`src/rtl/mmu_ctl.sv`:
```
module mmu_ctl #(
  parameter int DATA_W     = 32,
  parameter int OFF_W      = 8,
  parameter int PAGE_SHIFT = 12,
  parameter int MODE_DELAY = 4,
  parameter int CODE_W     = 4
) (
  input  logic                         clk,
  input  logic                         rst_n,
  input  logic                         wr_en,
  input  logic [OFF_W-1:0]             wr_addr,
  input  logic [DATA_W-1:0]            wr_data,
  input  logic [OFF_W-1:0]             rd_addr,
  output logic [DATA_W-1:0]            rd_data,
  input  logic                         fault_valid,
  input  logic [DATA_W-1:0]            fault_addr,
  input  logic                         bus_err,
  output logic                         irq,
  output logic                         paging_on,
  output logic                         stall_on,
  output logic                         flush_all,
  output logic                         flush_line,
  output logic [DATA_W-PAGE_SHIFT-1:0] flush_page
);
  localparam int PN_W  = DATA_W - PAGE_SHIFT;
  localparam int CNT_W = $clog2(MODE_DELAY + 1);
  localparam logic [CNT_W-1:0] CNT_LOAD = CNT_W'(MODE_DELAY);
  localparam logic [CNT_W-1:0] CNT_ONE  = CNT_W'(1);

  localparam logic [OFF_W-1:0] OFF_BASE = OFF_W'(8'h00);
  localparam logic [OFF_W-1:0] OFF_STAT = OFF_W'(8'h04);
  localparam logic [OFF_W-1:0] OFF_CMD  = OFF_W'(8'h08);
  localparam logic [OFF_W-1:0] OFF_FADR = OFF_W'(8'h0C);
  localparam logic [OFF_W-1:0] OFF_LINE = OFF_W'(8'h10);
  localparam logic [OFF_W-1:0] OFF_RAW  = OFF_W'(8'h14);
  localparam logic [OFF_W-1:0] OFF_CLR  = OFF_W'(8'h18);
  localparam logic [OFF_W-1:0] OFF_MASK = OFF_W'(8'h1C);

  localparam logic [CODE_W-1:0] C_PG_ON  = CODE_W'(0);
  localparam logic [CODE_W-1:0] C_PG_OFF = CODE_W'(1);
  localparam logic [CODE_W-1:0] C_ST_ON  = CODE_W'(2);
  localparam logic [CODE_W-1:0] C_ST_OFF = CODE_W'(3);
  localparam logic [CODE_W-1:0] C_FLUSH  = CODE_W'(4);
  localparam logic [CODE_W-1:0] C_DONE   = CODE_W'(5);
  localparam logic [CODE_W-1:0] C_RESET  = CODE_W'(6);

  logic [PN_W-1:0]   base_q;
  logic              pg_q, pg_tgt, st_q, st_tgt, held_q;
  logic [CNT_W-1:0]  pg_cnt, st_cnt;
  logic [DATA_W-1:0] fadr_q;
  logic [1:0]        raw_q, mask_q;

  wire              cmd_wr = wr_en && (wr_addr == OFF_CMD);
  wire [CODE_W-1:0] code   = wr_data[CODE_W-1:0];
  wire cmd_pg_on  = cmd_wr && code == C_PG_ON;
  wire cmd_pg_off = cmd_wr && code == C_PG_OFF;
  wire cmd_st_on  = cmd_wr && code == C_ST_ON;
  wire cmd_st_off = cmd_wr && code == C_ST_OFF;
  wire cmd_flush  = cmd_wr && code == C_FLUSH;
  wire cmd_done   = cmd_wr && code == C_DONE;
  wire cmd_rst    = cmd_wr && code == C_RESET;
  wire line_wr    = wr_en && (wr_addr == OFF_LINE);
  wire fault_take = fault_valid && pg_q && !held_q;
  wire [1:0] clr_bits = (wr_en && wr_addr == OFF_CLR) ? wr_data[1:0] : 2'b00;

  assign paging_on = pg_q;
  assign stall_on  = st_q;
  assign irq       = |(raw_q & mask_q);

  always_ff @(posedge clk or negedge rst_n) begin
    if (!rst_n) begin
      pg_q <= 1'b0; pg_tgt <= 1'b0; pg_cnt <= '0;
    end else if (cmd_rst) begin
      pg_q <= 1'b0; pg_tgt <= 1'b0; pg_cnt <= '0;
    end else if (cmd_pg_on || cmd_pg_off) begin
      pg_tgt <= cmd_pg_on;
      pg_cnt <= CNT_LOAD;
    end else if (pg_cnt != '0) begin
      pg_cnt <= pg_cnt - CNT_ONE;
      if (pg_cnt == CNT_ONE) pg_q <= pg_tgt;
    end
  end

  always_ff @(posedge clk or negedge rst_n) begin
    if (!rst_n) begin
      st_q <= 1'b0; st_tgt <= 1'b0; st_cnt <= '0;
    end else if (cmd_st_on || cmd_st_off) begin
      st_tgt <= cmd_st_on;
      st_cnt <= CNT_LOAD;
    end else if (st_cnt != '0) begin
      st_cnt <= st_cnt - CNT_ONE;
      if (st_cnt == CNT_ONE) st_q <= st_tgt;
    end
  end

  always_ff @(posedge clk or negedge rst_n) begin
    if (!rst_n) begin
      base_q <= '0; held_q <= 1'b0; fadr_q <= '0; raw_q <= '0; mask_q <= '0;
    end else begin
      if (cmd_rst) base_q <= '0;
      else if (wr_en && wr_addr == OFF_BASE) base_q <= wr_data[DATA_W-1:PAGE_SHIFT];
      if (wr_en && wr_addr == OFF_MASK) mask_q <= wr_data[1:0];
      if (cmd_rst) begin
        held_q <= 1'b0;
        fadr_q <= '0;
        raw_q  <= '0;
      end else begin
        if (fault_take) begin
          held_q <= 1'b1;
          fadr_q <= fault_addr;
        end else if (cmd_done) begin
          held_q <= 1'b0;
        end
        raw_q <= (raw_q & ~clr_bits) | {bus_err, fault_take};
      end
    end
  end

  always_ff @(posedge clk or negedge rst_n) begin
    if (!rst_n) begin
      flush_all <= 1'b0; flush_line <= 1'b0; flush_page <= '0;
    end else begin
      flush_all  <= cmd_flush;
      flush_line <= line_wr;
      if (line_wr) flush_page <= wr_data[DATA_W-1:PAGE_SHIFT];
    end
  end

  always_comb begin
    rd_data = '0;
    case (rd_addr)
      OFF_BASE: rd_data = {base_q, {PAGE_SHIFT{1'b0}}};
      OFF_STAT: rd_data = DATA_W'({held_q, st_q, pg_q});
      OFF_FADR: rd_data = fadr_q;
      OFF_RAW:  rd_data = DATA_W'(raw_q);
      OFF_MASK: rd_data = DATA_W'(mask_q);
      default:  rd_data = '0;
    endcase
  end

  AST_RESET_CLEARS_BASE: assert property (@(posedge clk) disable iff (!rst_n)
    cmd_rst |=> (base_q == '0 && !pg_q));
  AST_PAGING_LATENCY: assert property (@(posedge clk) disable iff (!rst_n)
    (pg_q != $past(pg_q)) |-> ($past(pg_cnt) == CNT_ONE || $past(cmd_rst)));
  AST_STALL_LATENCY: assert property (@(posedge clk) disable iff (!rst_n)
    (st_q != $past(st_q)) |-> ($past(st_cnt) == CNT_ONE));
  AST_FLUSH_SOURCE: assert property (@(posedge clk) disable iff (!rst_n)
    flush_all |-> $past(cmd_flush));
  AST_FAULT_ADDR_HELD: assert property (@(posedge clk) disable iff (!rst_n)
    (held_q && $past(held_q)) |-> $stable(fadr_q));
  AST_CLEAR_WORKS: assert property (@(posedge clk) disable iff (!rst_n)
    (clr_bits[0] && !fault_take) |=> !raw_q[0]);
endmodule

```
`config.mk`:
```
export PLATFORM = sky130hd
export DESIGN_NAME = mmu_ctl
export DESIGN_NICKNAME = d
export VERILOG_FILES = /design/src/rtl/mmu_ctl.sv
export SDC_FILE = /design/constraint.sdc
export NUM_CORES = 1
export LEC_CHECK = 0
export BUFFER_PORTS_ARGS = -buffer_cell sky130_fd_sc_hd__buf_2
export CAP_MARGIN = 40
export CORE_ASPECT_RATIO = 1.4
export CORE_MARGIN = 2
export CORE_UTILIZATION = 30
export CTS_BUF_LIST = sky130_fd_sc_hd__clkbuf_2 sky130_fd_sc_hd__clkbuf_4 sky130_fd_sc_hd__clkbuf_8
export DETAILED_ROUTE_END_ITERATION = 8
export GPL_TIMING_DRIVEN = 0
export MAX_ROUTING_LAYER = met4
export PLACE_DENSITY_LB_ADDON = 0.05
export SETUP_SLACK_MARGIN = 0.02
export SLEW_MARGIN = 15
export SYNTH_ARGS = -nofsm -noshare
export SYNTH_HDL_FRONTEND = slang
export SYNTH_SLANG_ARGS = --single-unit
```
`constraint.sdc`:
```
create_clock -name clk -period 1.8 [get_ports clk]
set_input_delay 0.18 -clock clk [delete_from_list [all_inputs] [get_ports clk]]
set_output_delay 0.18 -clock clk [all_outputs]
set_load 0.02 [all_outputs]
```
==> summary.md, run 1 <==
| Metric | Value |
|---|---|
| Comb power frac | `17.2%` |
| Maximum ir drop on the vdd rail | `0.396 mV` |
| Final setup vio count | `0` |
| Initial antenna violation count | `0` |
| Net count, final | `558` |
| Power Total | `4.75 mW` |
| Count of flip-flops with a built-in enable after synthesis | `0` |
| Pin slew with the least headroom to its limit | `466 ps` |
| Die Span Y | `141 µm` |
| DR DRC count | `0` |
| Post-synthesis instance total | `318` |
| Gp weighted congestion | `0.742` |
| Relative max-transition margin | `68.8%` |
| Largest net degree at the start of global routing | `49` |
| Final-layout worst hold slack | `33.9 ps` |
| Clock Skew | `8.90 ps` |
| Violation count after the first detailed-route iteration | `106` |
| Synth top area cells | `dfrtp_1 55%, a22o_1 12%, mux2i_1 5.7%` |
| Max Fanout on Critical Path | `3` |
| GRT Resource Usage Total | `16.2%` |
| Count of final hold-check violations | `0` |
| Endpoint arrival time on the critical path | `1520 ps` |
| Filler-free cell count of the finished design | `653` |
| Floorplan die area | `14300 µm²` |
| Synthesis-to-finish area growth | `30.8%` |
| Clock insertion delay at the later pin of the skew report | `350 ps` |
| Buffers added on ports | `133` |
| Total grt overflow | `0` |
| Number of cells on the worst reg-to-reg path | `4` |
| Fraction of registers with async set/reset | `100%` |
| Startpoint of the worst-slack reg-to-reg timing path | `held_q` |
| Cell internal pwr | `3.47 mW` |
| Netlist cell types | `43` |
| WL/cell | `16.8 µm` |
| Cell area after synthesis | `4020 µm²` |
| Area used by multi-input combinational logic | `1690 µm²` |
| Sequential area share after synthesis | `55.5%` |
| Time the final worst path needs with I/O delays and setup | `1700 ps` |
| Maximum count of clock buffers along a single path | `2` |
| Switching fraction of total power | `26.8%` |
| Setup repair after global routing missed its margin | `no` |
| Final number of max-transition violations | `0` |
| I/O pin count | `142` |
| F_max | `587 MHz` |
| Top_reg_cell synth | `dfrtp_1` |
| Number of fillers in the final layout | `1317` |
| Standard-cell row count | `50` |
| Cell type contributing the most total cell area after synthesis | `dfrtp_1` |
| Post-Syn Nets | `409` |
| Horizontal die dimension | `102 µm` |
| Clock tree from TritonCTS | `yes` |
| Total number of vias | `3075` |
| HPWL reported at the end of detailed placement | `8000 µm` |
| Power Density | `903 nW/µm²` |
| Initial Utilization | `30.4%` |
| Total placed cells including tap cells | `634` |
| Reg-to-reg slack, setup | `200 ps` |
| Cell chosen for the clock root | `clkbuf_8` |
| Final WL | `10900 µm` |
| Number of synthesis warnings | `0` |
| Summed negative setup slack over all endpoints | `0 ps` |
| Period utilisation layout | `94.7%` |
| Average size of a mapped cell | `12.6 µm²` |
| Storage element area | `2230 µm²` |
| Capture point of the worst path | `rd_data[0]` |
| First-pass GRT wire length | `17200 µm` |
| Vias in the first global route | `3152` |
| Clock slew at reported path FFs | `90 ps` |
| Fraction of layout instances using a drive strength above 1 | `39.3%` |
| Final core area utilization | `39.8%` |
| Average vias per placed instance | `4.71` |
| Switch Pwr | `1.27 mW` |
| H-tree depth reported by CTS | `3` |
| Placeable core region | `13200 µm²` |
| Type of element launching the critical path | `register` |
| Class of the tightest hold or removal check | `primary input to register` |
| Share of power burned in the clock network | `31.9%` |
| Area share of the largest cell type after synthesis | `55.5%` |
| Crit path capture type | `primary output` |
| Worst setup path class | `register to primary output` |
| Detailed-router iteration count before antenna repair | `4` |
| Number of max-cap violations | `0` |
| Hold-critical path depth | `2` |
| Clock sink count | `89` |
| Sequential cell fraction of total power | `50.9%` |
| Register bit total from synthesis | `89` |
| Critical path required time | `1620 ps` |
| P_leak | `2.77 nW` |
| Status | `finished, final reports clean` |
| DRT antenna net count | `0` |
| Inserted Clock Buffers | `9` |
| Number of antenna cells inserted | `0` |
| CP Launch Point | `mask_q[0]` |
| Worst R2R End | `fadr_q[30]` |
## per-stage QoR
| stage | setup WS (ps) | instance area [µm²] |
|---|---|---|
| 3_5_place_dp | -522 | 4940 |
| 2_1_floorplan | 184 | 4020 |
| 4_1_cts | 51.0 | 5220 |
| 6_report | 95.4 | 5250 |
| 5_1_grt | 35.0 | 5250 |
| 3_3_place_gp | -523 | 4910 |
## critical path, stage by stage (launching register included)
cell	delay, ps
dfrtp_1	420
mux4_2	470
nor2b_1	140
buf_2	150
## cells in the final DEF, fill, tap and decap left out, drive strengths merged, types with 2 or more instances in the layout
master  count
a22o       53
xnor2       2
clkinv      2
nand2b      2
nor2       28
nor4        2
nor3        5
nand2       9
nor4b       2
inv         5
bufinv      2
dfrtp      89
o21ai       6
nand4       4
and2       11
ha          6
and4        2
a21oi       3
buf       155
nand3       5
mux2       23
mux4        2
clkbuf     11
nor2b       5
mux2i      23
## logic make-up after synthesis
| family | share of synthesized area [%] |
|---|---|
| AOI/OAI and AO/OA | 13.7 |
| muxes | 13.3 |
| adders and majority gates | 1.87 |
| xor gates and xnor gates | 0.654 |
| and+or+nand+nor | 11.5 |
| DFF | 55.5 |
| buffers and inverters | 3.49 |
## routing by layer
metal,global-route usage (%),part of all wire (%),vias to the layer above
met4,4.48,0.96,0
met2,26.3,52,89
met1,20.9,43,1518
li1,-,-,1463
met3,2.43,4.1,5
met5,-,0,-
## synthesized netlist by cell type (3+ instances only)
master / n
clkbuf_1: 3
buf_6: 4
nand4_1: 3
and2_1: 11
mux2_2: 3
nand3_1: 5
inv_1: 5
a22o_1: 53
ha_1: 6
mux2_1: 20
a21oi_1: 3
mux2i_1: 23
nor2_1: 28
dfrtp_1: 89
o21ai_0: 5
nor2b_1: 5
nor3_1: 4
nand2_1: 9
buf_2: 10
## how the worst min path moves through the flow
stage                         startpoint         end  slack, ps
after floorplan                    rst_n   base_q[0]       -120
after global placement    fault_addr[13]  fadr_q[13]        400
after detailed placement           rst_n      st_tgt        140
after CTS                 fault_addr[27]  fadr_q[27]         10
after global routing      fault_addr[13]  fadr_q[13]         30
final                     fault_addr[27]  fadr_q[27]         30
## power groups by stage
stage | combinational, mW | sequential [mW] | clock (mW)
after floorplan | 0.512 | 2.43 | 0
after global placement | 0.784 | 2.44 | 0
after detailed placement | 0.823 | 2.45 | 0
after CTS | 0.828 | 2.42 | 1.58
after global routing | 0.933 | 2.45 | 1.64
final | 0.816 | 2.41 | 1.51
## state kept, by name, summed over array words and instances (netlist names), 2 cells and up
| signal | cells |
|---|---|
| flush_page | 20 |
| mask_q | 2 |
| pg_cnt | 3 |
| st_cnt | 3 |
| raw_q | 2 |
| fadr_q | 32 |
| base_q | 20 |
## area by class of cell
type,count,share of cell area [%]
clock inverters,5,1.55
flip-flops and latches,89,42.4
clock buffers,10,2.50
inverters,5,0.357
well taps,182,4.34
multi-input cells,205,32.2
repair buffers,138,13.9
plain buffers,19,2.72
## what timing repair did
item	in CTS	in global routing
hold endpoints to repair	41	0
pin swaps	2	1
buffers inserted	3	0
resized for setup	10	10
setup endpoints to repair	29	29
hold buffers	1	0
(Power assumes the default switching activity.)
==> inputs of run 2 (changes only) <==
--- a/config.mk
+++ b/config.mk
@@ -14,7 +14,7 @@
 export DETAILED_ROUTE_END_ITERATION = 8
 export GPL_TIMING_DRIVEN = 0
 export MAX_ROUTING_LAYER = met4
-export PLACE_DENSITY_LB_ADDON = 0.05
+export PLACE_DENSITY = 0.63
 export SETUP_SLACK_MARGIN = 0.02
 export SLEW_MARGIN = 15
 export SYNTH_ARGS = -nofsm -noshare
==> run 2 against run 1 <==
  * Sequential power barely moved
  * Clock skew increased by 5.8 ps
  * Non-clock buffer count up 1
  * Flip-flop and latch count unchanged
  * Core utilization is 0.27 points lower
  * Clock power is 11% lower
  * Via count about the same
  * Highest routed layer unchanged
  * Hold slack got worse by 17 ps
==> summary.md, run 2 (synthesized netlist as in run 1, its figures left out) <==
| Metric | Value |
|---|---|
| Flip-flop count of the largest register after layout | `32 (unchanged)` |
| Endpoint arrival time on the critical path | `1540 ps (+20 ps)` |
| Most common library cell in the layout ignoring fill and taps | `buf_2` |
| Die Span Y | `141 µm (unchanged)` |
| Area used by multi-input combinational logic | `1670 µm² (-1.5%)` |
| Fraction of layout instances using a drive strength above 1 | `39.3% (+0.045 points)` |
| HPWL reported at the end of detailed placement | `7980 µm (-0.29%)` |
| Number of antenna cells inserted | `0 (unchanged)` |
| Power Total | `4.57 mW (-3.7%)` |
| Final WL | `10800 µm (-0.91%)` |
| P_leak | `2.75 nW (-0.82%)` |
| Summed negative setup slack over all endpoints | `0 ps (unchanged)` |
| Horizontal die dimension | `102 µm (unchanged)` |
| Standard cell area after detailed placement | `4940 µm² (about the same)` |
| Clock Skew | `14.7 ps (+5.84 ps)` |
| Met2 usage | `26.8% (+0.55 points)` |
| Clock tree from TritonCTS | `yes` |
| Buffers added on ports | `133 (unchanged)` |
| Status | `finished, final reports clean` |
| CP max stage cell | `mux4_2` |
| Final number of max-transition violations | `0 (unchanged)` |
| Final-layout worst hold slack | `16.7 ps (-17.2 ps)` |
| Detailed-router iteration count before antenna repair | `4 (unchanged)` |
| Initial Utilization | `30.4% (unchanged)` |
| Non-Filler Cell Area, Final | `5220 µm² (-0.69%)` |
| DR DRC count | `0 (unchanged)` |
| H-tree depth reported by CTS | `3 (unchanged)` |
| Highest-count cells in the layout ignoring fill and taps | `139 x buf_2, 89 x dfrtp_1, 53 x a22o_1` |
| Standard-cell row count | `50 (unchanged)` |
| Met3 track demand over resource in global routing | `2.33% (-0.099 points)` |
| Cell family contributing the most delay on the critical path | `multiplexers` |
| Time the final worst path needs with I/O delays and setup | `1720 ps (+14.3 ps)` |
| Total grt overflow | `0 (unchanged)` |
| Count of final hold-check violations | `0 (unchanged)` |
| Number of fillers in the final layout | `1317 (unchanged)` |
| Storage element area | `2230 µm² (unchanged)` |
| WL/cell | `16.6 µm (-1.2%)` |
| Average vias per placed instance | `4.70 (-0.21%)` |
| Type of element launching the critical path | `register` |
| Largest net degree at the start of global routing | `61 (+24%)` |
| Synthesis-to-finish area growth | `29.9%` |
| Inserted Clock Buffers | `9 (unchanged)` |
| Met1 Use GR | `18.9% (-2.0 points)` |
| Clock insertion delay at the later pin of the skew report | `370 ps (+20 ps)` |
| Setup repair after global routing missed its margin | `yes` |
| Maximum ir drop on the vdd rail | `0.336 mV (-15%)` |
| Setup slack after layout | `81.1 ps (-14.3 ps)` |
| Vias in the first global route | `3198 (+1.5%)` |
| Worst-case setup slack after placement | `-462 ps (+59.4 ps)` |
| First-pass GRT wire length | `16700 µm (-3.2%)` |
| F_max | `582 MHz (-0.83%)` |
| Final setup vio count | `0 (unchanged)` |
| Violation count after the first detailed-route iteration | `53 (-50%)` |
| Initial antenna violation count | `0 (unchanged)` |
| Floorplan die area | `14300 µm² (unchanged)` |
| Top reg by flops | `fadr_q` |
| Max Fanout on Critical Path | `3 (unchanged)` |
| Period utilisation layout | `95.5% (+0.79 points)` |
| Net count, final | `559 (+0.18%)` |
| Number of max-cap violations | `0 (unchanged)` |
| Relative max-transition margin | `71.3% (+2.5 points)` |
| Worst setup path class | `register to primary output` |
| I/O pin count | `142 (unchanged)` |
| Class of the tightest hold or removal check | `primary input to register` |
| Clock slew at reported path FFs | `110 ps (+20 ps)` |
| DRT antenna net count | `0 (unchanged)` |
| Cell chosen for the clock root | `clkbuf_8` |
| Registers with the highest flip-flop counts | `fadr_q x32, base_q x20, flush_page x20` |
| Clock sink count | `89 (unchanged)` |
| GRT Resource Usage Total | `15.8% (-0.33 points)` |
| Total number of vias | `3078 (+0.098%)` |
| Power Density | `876 nW/µm² (-3.1%)` |
| Critical Path Max Stage Delay | `470 ps (about the same)` |
| Chain of cells forming the critical path | `mux4_2, nor2b_4, buf_4` |
| Gp weighted congestion | `0.750 (+1.1%)` |
| Buffer and inverter count on the worst path | `1 (unchanged)` |
| Busiest layer in global routing | `met2` |
| Maximum count of clock buffers along a single path | `2 (unchanged)` |
| Final core area utilization | `39.5% (-0.27 points)` |
| Critical path required time | `1620 ps (about the same)` |
| Filler-free cell count of the finished design | `655 (+0.31%)` |
| Placeable core region | `13200 µm² (unchanged)` |
| Total placed cells including tap cells | `634 (unchanged)` |
| Pin slew with the least headroom to its limit | `429 ps (-36.9 ps)` |
| Crit path capture type | `primary output` |
-- run 2: layout make-up --
| class | count | share of cell area (%) |
|---|---|---|
| flip-flops and latches | 89 | 42.7 |
| multi-input cells | 205 | 32.0 |
| repair buffers | 139 | 14.4 |
| well taps | 182 | 4.37 |
| plain buffers | 19 | 2.66 |
| clock buffers | 9 | 2.37 |
| clock inverters | 7 | 1.20 |
| inverters | 5 | 0.360 |
-- run 2: metal layers --
| metal | up-vias | share of wire, % |
|---|---|---|
| li1 | 1461 | - |
| met1 | 1523 | 43 |
| met2 | 81 | 52 |
| met3 | 13 | 3.6 |
| met4 | 0 | 1.5 |
| met5 | - | 0 |
-- run 2: where the power goes --
part           total [mW]  switching [mW]  internal (mW)
registers            2.41           0.149           2.26
clock network        1.34           0.808          0.528
logic               0.824           0.400          0.424
total                4.57            1.36           3.21
-- run 2: final timing paths --
path	startpoint	endpoint	slack, ps	depth (start not counted)
min	fault_addr[20]	fadr_q[20]	20	2
min reg2reg	flush_page[2]	flush_page[2]	490	1
max reg2reg	paging_on	fadr_q[22]	260	5
max	stall_on	rd_data[1]	80	3
max in group asynchronous	rst_n	fadr_q[21]	880	3
min in group asynchronous	rst_n	held_q	290	2
-- run 2: repair_timing --
| action | in CTS | in global routing |
|---|---|---|
| setup endpoints to repair | 29 | 15 |
| hold buffers | 1 | 0 |
| hold endpoints to repair | 29 | 0 |
| buffers inserted | 2 | 2 |
| resized for setup | 8 | 6 |
| pin swaps | 1 | 1 |
